==> config.mk <==
export PLATFORM = sky130hd
export DESIGN_NAME = sync_mark_finder
export DESIGN_NICKNAME = d
export VERILOG_FILES = /design/src/rtl/smf_pkg.sv /design/src/rtl/smf_match.sv /design/src/rtl/smf_delay.sv /design/src/rtl/sync_mark_finder.sv
export SDC_FILE = /design/constraint.sdc
export NUM_CORES = 1
export LEC_CHECK = 0
export ABC_AREA = 0
export CAP_MARGIN = 25
export CORE_MARGIN = 2
export CORE_UTILIZATION = 60
export DETAILED_ROUTE_END_ITERATION = 6
export DONT_BUFFER_PORTS = 1
export MAX_ROUTING_LAYER = met4
export PLACE_DENSITY = 0.85
export SLEW_MARGIN = 10
export SYNTH_ARGS = -nofsm -noshare
export SYNTH_HDL_FRONTEND = slang
export SYNTH_SLANG_ARGS = --single-unit
export TNS_END_PERCENT = 1
==> constraint.sdc <==
create_clock -name clk -period 1.1 [get_ports clk]
set_clock_uncertainty 0.15 [all_clocks]
set_input_delay 0.165 -clock clk [delete_from_list [all_inputs] [get_ports clk]]
set_output_delay 0.165 -clock clk [all_outputs]
set_load 0.02 [all_outputs]
==> src/rtl/smf_pkg.sv <==
package smf_pkg;
  localparam int BYTE_W = 8;
  localparam logic [BYTE_W-1:0] MARK_LEAD  = 8'h1F;
  localparam logic [BYTE_W-1:0] MARK_TRAIL = 8'h69;

  typedef enum logic [1:0] {
    ST_IDLE = 2'd0,
    ST_HUNT = 2'd1,
    ST_WAIT = 2'd2,
    ST_LOCK = 2'd3
  } smf_state_t;
endpackage

==> src/rtl/smf_match.sv <==
module smf_match #(
  parameter int W    = 8,
  parameter int NPAT = 2,
  parameter logic [NPAT-1:0][W-1:0] PATS = '0
) (
  input  logic [W-1:0]    data_i,
  output logic [NPAT-1:0] hit_o
);
  for (genvar g = 0; g < NPAT; g++) begin : g_cmp
    assign hit_o[g] = (data_i == PATS[g]);
  end
endmodule

==> src/rtl/smf_delay.sv <==
module smf_delay #(
  parameter int DELAY = 18
) (
  input  logic clk,
  input  logic rst_n,
  input  logic load_i,
  input  logic clr_i,
  output logic done_o
);
  localparam int CW = $clog2(DELAY + 1);
  localparam logic [CW-1:0] START = CW'(DELAY - 1);

  logic [CW-1:0] cnt_q, cnt_d;
  logic          busy_q, busy_d;
  logic          cnt_en;

  always_comb begin
    cnt_d  = cnt_q;
    busy_d = busy_q;
    cnt_en = 1'b0;
    if (clr_i) begin
      cnt_d  = '0;
      busy_d = 1'b0;
      cnt_en = 1'b1;
    end else if (load_i) begin
      cnt_d  = START;
      busy_d = 1'b1;
      cnt_en = 1'b1;
    end else if (busy_q) begin
      cnt_en = 1'b1;
      if (cnt_q == '0) busy_d = 1'b0;
      else             cnt_d  = cnt_q - 1'b1;
    end
  end

  always_ff @(posedge clk or negedge rst_n) begin
    if (!rst_n) begin
      cnt_q  <= '0;
      busy_q <= 1'b0;
    end else if (cnt_en) begin
      cnt_q  <= cnt_d;
      busy_q <= busy_d;
    end
  end

  assign done_o = busy_q && (cnt_q == '0);

  AST_CNT_RANGE: assert property (@(posedge clk) disable iff (!rst_n)
    cnt_q <= START) else $error("counter out of range");
  AST_DONE_ONCE: assert property (@(posedge clk) disable iff (!rst_n)
    done_o && !load_i |=> !done_o) else $error("done repeated");
endmodule

==> src/rtl/sync_mark_finder.sv <==
module sync_mark_finder #(
  parameter int BYTE_CLKS = 9
) (
  input  logic       clk,
  input  logic       rst_n,
  input  logic       rd_gate,
  input  logic       byte_stb,
  input  logic [7:0] byte_in,
  input  logic       scan_en,
  input  logic       sfc_hit,
  output logic       sync_n,
  output logic [7:0] nrz_out,
  output logic       nrz_oe
);
  import smf_pkg::*;

  localparam int DELAY = 2 * BYTE_CLKS;

  logic rst_s1, rst_ln;
  always_ff @(posedge clk or negedge rst_n) begin
    if (!rst_n) begin
      rst_s1 <= 1'b0;
      rst_ln <= 1'b0;
    end else begin
      rst_s1 <= 1'b1;
      rst_ln <= rst_s1;
    end
  end

  logic [1:0] hit;
  smf_match #(
    .W(BYTE_W), .NPAT(2), .PATS({MARK_TRAIL, MARK_LEAD})
  ) i_match (
    .data_i(byte_in),
    .hit_o (hit)
  );

  logic dly_load, dly_done;
  smf_delay #(.DELAY(DELAY)) i_delay (
    .clk   (clk),
    .rst_n (rst_ln),
    .load_i(dly_load),
    .clr_i (!rd_gate),
    .done_o(dly_done)
  );

  smf_state_t       st_q, st_d;
  logic             sync_q, sync_d;
  logic             oe_q, oe_d;
  logic [BYTE_W-1:0] dat_q, dat_d;

  always_comb begin
    st_d     = st_q;
    sync_d   = sync_q;
    oe_d     = oe_q;
    dat_d    = dat_q;
    dly_load = 1'b0;
    if (!rd_gate) begin
      st_d   = ST_IDLE;
      sync_d = 1'b1;
      oe_d   = 1'b0;
      dat_d  = '0;
    end else begin
      unique case (st_q)
        ST_IDLE: begin
          st_d  = ST_HUNT;
          oe_d  = 1'b1;
          dat_d = '0;
        end
        ST_HUNT: begin
          if (scan_en) begin
            if (sfc_hit) begin
              st_d   = ST_LOCK;
              sync_d = 1'b0;
              dat_d  = '0;
            end
          end else if (byte_stb) begin
            if (hit[1]) begin
              st_d   = ST_LOCK;
              sync_d = 1'b0;
              dat_d  = MARK_TRAIL;
            end else if (hit[0]) begin
              st_d     = ST_WAIT;
              dly_load = 1'b1;
            end
          end
        end
        ST_WAIT: begin
          if (dly_done) begin
            st_d   = ST_LOCK;
            sync_d = 1'b0;
            dat_d  = MARK_TRAIL;
          end
        end
        ST_LOCK: begin
          if (byte_stb)
            dat_d = scan_en ? {(byte_in != '0), {(BYTE_W-1){1'b0}}} : byte_in;
        end
        default: st_d = ST_IDLE;
      endcase
    end
  end

  always_ff @(posedge clk or negedge rst_ln) begin
    if (!rst_ln) begin
      st_q   <= ST_IDLE;
      sync_q <= 1'b1;
      oe_q   <= 1'b0;
      dat_q  <= '0;
    end else begin
      st_q   <= st_d;
      sync_q <= sync_d;
      oe_q   <= oe_d;
      dat_q  <= dat_d;
    end
  end

  assign sync_n  = sync_q;
  assign nrz_oe  = oe_q;
  assign nrz_out = dat_q;

  AST_GATE_RELEASE: assert property (@(posedge clk) disable iff (!rst_ln)
    !rd_gate |=> (!nrz_oe && sync_n && nrz_out == '0)) else $error("gate release");
  AST_HUNT_ZERO: assert property (@(posedge clk) disable iff (!rst_ln)
    sync_n |-> nrz_out == '0) else $error("data before detect");
  AST_TRAIL_LOCK: assert property (@(posedge clk) disable iff (!rst_ln)
    (rd_gate && st_q == ST_HUNT && !scan_en && byte_stb && byte_in == MARK_TRAIL)
    |=> (!sync_n && nrz_out == MARK_TRAIL)) else $error("trail lock");
  AST_LOCK_STICKY: assert property (@(posedge clk) disable iff (!rst_ln)
    (rd_gate && !sync_n) |=> !sync_n) else $error("detect dropped");
  AST_SCAN_LOCK: assert property (@(posedge clk) disable iff (!rst_ln)
    (rd_gate && st_q == ST_HUNT && scan_en && sfc_hit) |=> !sync_n) else $error("scan lock");
endmodule

==> flow_summary_export.csv, run 1 <==
group,metric,value,unit
yosys,synth_xor_area_share,3.07,%
floorplanning,row_count,15,
yosys,synth_seq_cells,20,
yosys,synth_most_common_cell,"dfrtp_1",
timing,crit_endpoint,"nrz_out[2]$_DFFE_PN0P_/D",
yosys,synthArstFlopShare,100,%
floorplanning,die_h,47.6,um
yosys,synth_compound_area_share,13.4,%
yosys,yosys-top-cells-count,"dfrtp_1 (19), nand2_1 (17), inv_1 (10)",
yosys,avgSynthCellArea,9.93,sq um
yosys,yosysUniqueCellTypes,38,
yosys,syn_nets,135,
status,outcome,"aborted with a tool error",
clock_network,cts_max_level,1,
clock_network,cts-root-buf,"clkbuf_4",
yosys,synth_cells,115,
clock_network,cts_made_buffers,3,
timing,worst-ep-kind,"register data pin",
yosys,yosysTopAreaCellShare,41.6,%
status,toolErrorMsg,"[ERROR DPL-0033] detailed placement checks failed during check placement.",
yosys,synth_top_family_by_area,"simple AND/OR/NAND/NOR gates",
yosys,synthSimpleGateAreaFrac,19.1,%
placed_design,gp_congestion,0.804,
yosys,synth-edff-count,0,
grt,antenna_found_initial,0,
placed_design,portBuffers,0,
yosys,synth_mux_area_share,9.31,%
floorplanning,floorplan.initialDensity,64.8,%
floorplanning,pin_count,24,
yosys,synthAdderAreaFrac,6.57,%
yosys,synth_ff_type,"dfrtp_1",
yosys,synth_area_leaders,"dfrtp_1 (42%), ha_1 (6.6%), nand2_1 (5.6%)",
yosys,yosysWarningCount,0,
clock_network,numClockSinks,20,
yosys,synthesis.area,1140,sq um
floorplanning,die_x,47.6,um
clock_network,cts_buffer_depth,2,
grt,grt_max_degree,19,
yosys,synth_top_area_cell,"dfrtp_1",
yosys,ys_seq_area_share,43.9,%
placed_design,dpl.hpwl,2.26,mm
status,stop_stage,"global routing",
placed_design,dp.cells,169,
## repair_timing
item / in CTS
hold buffers: 10
pin swaps: 11
buffers inserted: 4
endpoints found under the hold margin: 19
gates resized for setup: 35
endpoints found under the setup margin: 26
## logic make-up after synthesis
logic type	count (synthesis)
fa+ha+maj	6
buf+inv	13
flops	20
mux	10
other cells	1
simple gates	43
compound gates	18
xor+xnor	4
## metrics by stage
stage          TNS (ns)  hold slack (ns)  setup slack, ns  cell area [sq um]
4_1_cts          -19.95          -0.0397            -1.36               1700
3_5_place_dp     -19.24           -0.281            -1.36               1400
3_3_place_gp     -17.35           -0.281            -1.25               1400
2_1_floorplan    -17.50           -0.281            -1.41               1140
==> run 2: changes to the inputs <==
CORE_AREA = 2 2 63 65   (was not set)
CORE_MARGIN = not set   (was 2)
CORE_UTILIZATION = not set   (was 60)
DIE_AREA = 0 0 65 67   (was not set)
MAX_ROUTING_LAYER = not set   (was met4)
PLACE_DENSITY = not set   (was 0.85)
PLACE_DENSITY_LB_ADDON = 0.15   (was not set)
==> run 2 against run 1 <==
The flow now finishes, with violations (negative hold slack, negative setup slack). Synthesized cell count stayed put. Area after synthesis stayed put.
==> flow_summary_export.csv, run 2 <==
group,metric,value,unit
cells_and_area,finalCoreUtilization,46.8,%
worst_setup_path,crit_path_start,"i_delay.cnt_q[0]$_DFFE_PN0P_",
yosys,ys_seq_area_share,43.9,%
yosys,synth_top_area_cell,"dfrtp_1",
detailed_routing,num_vias,1005,
timing,post-route-min-period,2.36,ns
grt,grt_first_pass_wirelength,4.84,mm
grt,antenna_found_initial,0,
yosys,yosysWarningCount,0,
clock_network,cts_tree,"built",
worst_setup_path,worst-setup-path-type,"reg2reg",
run,maxCapViolations,0,
worst_setup_path,r2r_start,"i_delay.cnt_q[0]$_DFFE_PN0P_",
power,power_density,1530,nW/um^2
cells_and_area,fin_nets,185,
cells_and_area,area.growth.synth_to_final,47.9,%
detailed_routing,drt_first_pass_iters,5,
power,irDropWorstVdd,0.689,mV
power,total_power,0.00258,W
yosys,synth_seq_cells,20,
placed_design,dpl.hpwl,2.20,mm
yosys,synthesis.area,1140,sq um
detailed_routing,first_iter_violations,48,
floorplanning,die_area,4360,sq um
power,leakagePower,0.828,nW
cells_and_area,final-instance-count-excl-fill,212,
placed_design,gp_congestion,0.799,
worst_setup_path,required,1.10,ns
cells_and_area,largest_reg_flops,8,
worst_setup_path,path_max_fanout,7,
timing,maxSlewViolCount,0,
yosys,yosysUniqueCellTypes,38,
yosys,yosysTopAreaCellShare,41.6,%
placed_design,portBuffers,0,
worst_setup_path,cp_slowest_stage_delay,0.46,ns
yosys,synth_ff_type,"dfrtp_1",
worst_setup_path,worst_setup_path_end_kind,"flop",
floorplanning,pin_count,24,
min_path,worstHoldStart,"scan_en",
clock_network,clk_pin_slew_worst_paths,0.08,ns
floorplanning,floorplan.initialDensity,31.7,%
worst_setup_path,cp_slowest_cell,"or4b_4",
detailed_routing,ant_nets,0,
detailed_routing,postRouteWirelength,2.88,mm
cells_and_area,multiInputGateArea,624,sq um
timing,fin_tns_setup,-17.57,ns
timing,max_freq,424,MHz
cells_and_area,fillCellCount,342,
clock_network,numClockSinks,20,
grt,grt_max_degree,12,
yosys,synth-edff-count,0,
placed_design,dp.cells,199,
yosys,synth_most_common_cell,"dfrtp_1",
worst_setup_path,path_cells,"inv_2 -> ha_1 -> or4b_4 -> a221o_1 -> o31ai_4 -> buf_6 -> mux2_2",
yosys,synth_cells,115,
clock_network,cts_max_level,1,
grt,grt_pass1_vias,1096,
cells_and_area,drive_gt1_share,36.6,%
timing,rsz0062_at_grt,"yes",
detailed_routing,wl_per_cell,13.6,um
floorplanning,die_x,65,um
clock_network,cts-root-buf,"clkbuf_8",
floorplanning,row_count,22,
detailed_routing,vias_per_cell,4.74,
cells_and_area,final_common_cell,"buf_4",
cells_and_area,ff_latch_area,502,sq um
yosys,yosys-top-cells-count,"dfrtp_1 (19), nand2_1 (17), inv_1 (10)",
yosys,synthArstFlopShare,100,%
timing,finalSetupViolCount,24,
clock_network,clk_latency,0.26,ns
clock_network,cts_made_buffers,3,
status,failed_checks,"negative hold slack, negative setup slack",
grt,grt_overflow,0,
timing,worst_slack,-1.26,ns
timing,whs,-0.0206,ns
status,outcome,"finished, violations left",
timing,hold_viol_final,1,
detailed_routing,drcViolationCount,0,
timing,post-route-period-util,214,%
min_path,holdCritPathClass,"in2reg",
worst_setup_path,cp.arrival,2.36,ns
cells_and_area,n_antenna_cell,0,
yosys,synth_area_leaders,"dfrtp_1 (42%), ha_1 (6.6%), nand2_1 (5.6%)",
cells_and_area,final_cell_mix,"buf_4 (29), dfrtp_1 (19), nand2_1 (16), buf_6 (10), dlygate4sd3_1 (9)",
worst_setup_path,cp-start-kind,"flop",
clock_network,cts_buffer_depth,2,
floorplanning,die_h,67,um
yosys,syn_nets,135,
yosys,avgSynthCellArea,9.93,sq um
floorplanning,core-area,3610,sq um
grt,grt.total_usage,14.5,%
[run 2: cell counts after synthesis]
No cell type changed its count.
[run 2: cells by family after synthesis]
family	count (synthesis)	synth area share, %
mux	10	9.31
buf+inv	13	4.38
flops	20	43.9
simple gates	43	19.1
compound gates	18	13.4
other cells	1	0.328
xor+xnor	4	3.07
fa+ha+maj	6	6.57
[run 2: per-layer routing]
layer	vias to the layer above	wire [um]	global-route usage, %	part of all wire, %
met2	17	1380	24.9	48
met1	487	1350	18.1	47
met4	0	36	5.59	1.3
met3	4	110	2.53	3.8
met5	-	0	0	0
li1	497	-	-	-
[run 2: final timing paths]
| kind | endpoint | slack, ns | depth (start not counted) |
|---|---|---|---|
| setup / recovery | nrz_out[3]$_DFFE_PN0P_ | -1.26 | 7 |
| max in group asynchronous | rst_s1$_DFF_PN0_ | 0.17 | 2 |
| hold reg to reg | nrz_out[4]$_DFFE_PN0P_ | 0.02 | 1 |
| hold / removal | st_q[0]$_DFFE_PN0P_ | -0.02 | 2 |
| setup reg to reg | nrz_out[3]$_DFFE_PN0P_ | -1.26 | 7 |
| min in group asynchronous | nrz_out[4]$_DFFE_PN0P_ | 0.02 | 1 |
[run 2: cell type report]
| cell class | instances | share of cell area (%) |
|---|---|---|
| Clock buffer | 4 | 2.67 |
| Inverter | 10 | 2.22 |
| Multi-Input combinational cell | 82 | 37.0 |
| Sequential cell | 20 | 29.7 |
| Tap cell | 48 | 3.56 |
| Timing Repair Buffer | 48 | 24.9 |
[run 2: timing repair]
item | in CTS | in global routing
pin swaps | 4 | 2
gates cloned | 0 | 0
hold buffers | 9 | 0
gates resized for setup | 20 | 3
endpoints found under the setup margin | 25 | 25
buffers inserted | 0 | 0
endpoints found under the hold margin | 18 | 0
[run 2: report_power, final]
group | total (W) | switching, W | internal (W)
clock | 0.000511 | 0.000253 | 0.000258
sequential | 0.000926 | 0.0000931 | 0.000833
combinational | 0.00114 | 0.000470 | 0.000670
total | 0.00258 | 0.000816 | 0.00176
[run 2: per-stage QoR]
stage / instance area (sq um) / worst slack, ns
6_report: 1690 / -1.26
5_1_grt: 1690 / -1.34
4_1_cts: 1680 / -1.26
3_5_place_dp: 1480 / -1.29
3_3_place_gp: 1480 / -1.23
2_1_floorplan: 1140 / -1.41
[run 2: critical path, delay by kind of cell, from the launching register on]
| family | cells | cell delay [ns] |
|---|---|---|
| compound gates | 2 | 0.54 |
| fa+ha+maj | 1 | 0.14 |
| buf+inv | 2 | 0.22 |
| flops | 1 | 0.40 |
| mux | 1 | 0.33 |
| simple gates | 1 | 0.46 |
Note: power is estimated with default switching activity, not from simulation.
==> run 3: changes to the inputs <==
GPL_TIMING_DRIVEN = 0   (was not set)
clock period = 2.1 ns   (was 1.1 ns; I/O delays follow)
==> run 3 against run 2 <==
The flow finishes with violations (negative setup slack). Largest cell class unchanged. Register-to-register slack gained 1.0 ns. Sequential power decreased by 44%. Critical path depth is the same. Worst hold slack gained 0.050 ns. Die area stayed put. Setup slack improved by 1.0 ns. Fmax increased by 0.67%. Sequential share of layout area rose by 6.4 points. Largest power group is now registers. Flip-flop and latch count is the same. Routed wire length fell by 9.0%. Design area shrank 18%.
==> flow_summary_export.csv, run 3 (synthesis results as in run 2) <==
group,metric,value,unit
worst_setup_path,path_max_fanout,6,
power,switchingPower,0.000385,W
clock_network,cts_max_level,1,
floorplanning,die_area,4360,sq um
detailed_routing,ant_nets,0,
clock_network,numClockSinks,20,
min_path,worstHoldStart,"byte_in[1]",
detailed_routing,wl_per_cell,14.8,um
min_path,holdCritPathClass,"in2reg",
worst_setup_path,crit_path_start,"i_delay.cnt_q[0]$_DFFE_PN0P_",
clock_network,clk_pin_slew_worst_paths,0.08,ns
floorplanning,row_count,22,
timing,post-route-min-period,2.34,ns
floorplanning,core-area,3610,sq um
timing,tightest_slew,0.761,ns
cells_and_area,final-instance-count-excl-fill,177,
worst_setup_path,worst-setup-path-type,"reg2reg",
power,p_int,0.000855,W
power,leakagePower,0.668,nW
timing,max_freq,427,MHz
worst_setup_path,cp.arrival,2.34,ns
placed_design,dpl.hpwl,1.88,mm
worst_setup_path,worst_setup_path_end_kind,"flop",
cells_and_area,drive_gt1_share,20.2,%
detailed_routing,vias_per_cell,4.79,
timing,post-route-period-util,112,%
timing,hold_viol_final,0,
grt,grt_first_pass_wirelength,4.60,mm
timing,slew_headroom,49.3,%
worst_setup_path,r2r-end,"nrz_out[6]$_DFFE_PN0P_",
timing,rsz0062_at_grt,"yes",
grt,grt_max_degree,19,
cells_and_area,final_cell_mix,"dfrtp_1 (19), nand2_1 (17), inv_1 (8), buf_4 (8)",
detailed_routing,num_vias,847,
clock_network,cts_made_buffers,3,
power,p_seq_share,41.5,%
detailed_routing,first_iter_violations,36,
worst_setup_path,cp_slowest_stage_delay,0.46,ns
min_path,hold_path_end,"nrz_out[1]$_DFFE_PN0P_",
clock_network,cts-root-buf,"clkbuf_8",
timing,finalSetupViolCount,11,
detailed_routing,postRouteWirelength,2.62,mm
worst_setup_path,crit_buf_inv,2,
cells_and_area,fin_area,1390,sq um
grt,grt_pass1_vias,974,
timing,maxSlewViolCount,0,
worst_setup_path,cp_slowest_cell,"or4b_4",
min_path,worstHoldPathCells,2,
worst_setup_path,required,2.10,ns
worst_setup_path,crit_family,"compound AO/OA/AOI/OAI gates",
cells_and_area,n_antenna_cell,0,
placed_design,gp_congestion,0.794,
placed_design,placed_cell_area,1200,sq um
worst_setup_path,r2r_start,"i_delay.cnt_q[0]$_DFFE_PN0P_",
floorplanning,die_h,67,um
cells_and_area,fillCellCount,377,
detailed_routing,drt_first_pass_iters,4,
worst_setup_path,path_cells,"inv_2 -> ha_1 -> or4b_4 -> a221o_1 -> o31ai_4 -> buf_6 -> mux2_4",
cells_and_area,area.growth.synth_to_final,21.6,%
status,outcome,"finished, violations left",
grt,grt_overflow,0,
cells_and_area,ff_latch_area,502,sq um
grt,antenna_found_initial,0,
worst_setup_path,r2r_slack,-0.24,ns
grt,grt.total_usage,14.0,%
status,failed_checks,"negative setup slack",
power,irDropWorstVdd,0.510,mV
worst_setup_path,reg2reg_depth,7,
clock_network,cts_tree,"built",
placed_design,dp.cells,163,
power,swShare,31.0,%
power,p_clk_share,32.0,%
worst_setup_path,cp-start-kind,"flop",
floorplanning,floorplan.initialDensity,31.7,%
cells_and_area,largest_reg_flops,8,
clock_network,cts_buffer_depth,2,
run,maxCapViolations,0,
clock_network,clk_latency,0.26,ns
floorplanning,die_x,65,um
floorplanning,pin_count,24,
cells_and_area,fin_nets,150,
cells_and_area,final_common_cell,"dfrtp_1",
power,p_comb_share,26.5,%
placed_design,portBuffers,0,
timing,worst_slack,-0.242,ns
power,power_density,893,nW/um^2
cells_and_area,multiInputGateArea,618,sq um
detailed_routing,drcViolationCount,0,
## run 3: changes by cell type in the layout (fill, tap and decap cells not counted), sizes merged
cell	delta
buf	-29
dlygate4sd3	-8
bufinv	+1
clkbuf	+1
## run 3: final cells by class
class                   count  area share (%)
plain buffers               2           0.541
clock buffers               3            2.97
clock inverters             1            2.16
inverters                  10            2.70
multi-input cells          82            44.5
flip-flops and latches     20            36.1
well taps                  48            4.32
repair buffers             11            6.67
## run 3: power by group through the flow
stage | clock network [W] | logic (W) | registers (W)
3_5_place_dp | 0 | 0.000276 | 0.000525
2_1_floorplan | 0 | 0.000231 | 0.000512
6_report | 0.000397 | 0.000328 | 0.000515
3_3_place_gp | 0 | 0.000275 | 0.000524
5_1_grt | 0.000419 | 0.000372 | 0.000525
4_1_cts | 0.000404 | 0.000328 | 0.000518
## run 3: metal layers
metal | track usage (%) | up-vias | share of wire, %
met1 | 17.7 | 402 | 46
met3 | 4.39 | 0 | 5.0
met4 | 2.39 | 0 | 0
li1 | - | 428 | -
met2 | 23.7 | 17 | 49
met5 | 0 | - | 0
## run 3: worst max path at each step
| stage | slack, ns | to | depth (start not counted) |
|---|---|---|---|
| global route | -0.33 | nrz_out[6]$_DFFE_PN0P_ | 7 |
| detailed placement | -0.63 | nrz_out[6]$_DFFE_PN0P_ | 7 |
| CTS | -0.43 | nrz_out[6]$_DFFE_PN0P_ | 8 |
| floorplan | -0.41 | nrz_out[0]$_DFFE_PN0P_ | 7 |
| finish | -0.24 | nrz_out[6]$_DFFE_PN0P_ | 7 |
| global placement | -0.61 | nrz_out[0]$_DFFE_PN0P_ | 7 |
## run 3: worst reg2reg max path, delay by kind of cell (launching register included)
| kind | cells | cell delay [ns] |
|---|---|---|
| and+or+nand+nor | 1 | 0.46 |
| adders and majority gates | 1 | 0.13 |
| DFF | 1 | 0.40 |
| AOI/OAI and AO/OA | 2 | 0.56 |
| buffers and inverters | 2 | 0.23 |
| muxes | 1 | 0.30 |
## run 3: timing repair
action,CTS,global route
hold endpoints to repair,2,0
endpoints found under the setup margin,11,11
resized for setup,12,1
pin swaps,2,2
hold buffers,1,0
buffers inserted,9,1
## run 3: through the flow
| step | setup TNS (ns) | utilization, % | power, W | hold slack [ns] | worst slack [ns] |
|---|---|---|---|---|---|
| 5_1_grt | -3.20 | 38.5 | 0.00132 | 0.0537 | -0.326 |
| 2_1_floorplan | -2.99 | - | 0.000743 | -0.131 | -0.410 |
| 3_3_place_gp | -5.11 | 33.3 | 0.000799 | -0.131 | -0.615 |
| 3_5_place_dp | -5.23 | 33.3 | 0.000801 | -0.131 | -0.625 |
| 6_report | -2.12 | 38.5 | 0.00124 | 0.0292 | -0.242 |
| 4_1_cts | -4.08 | 38.5 | 0.00125 | 0.0296 | -0.427 |
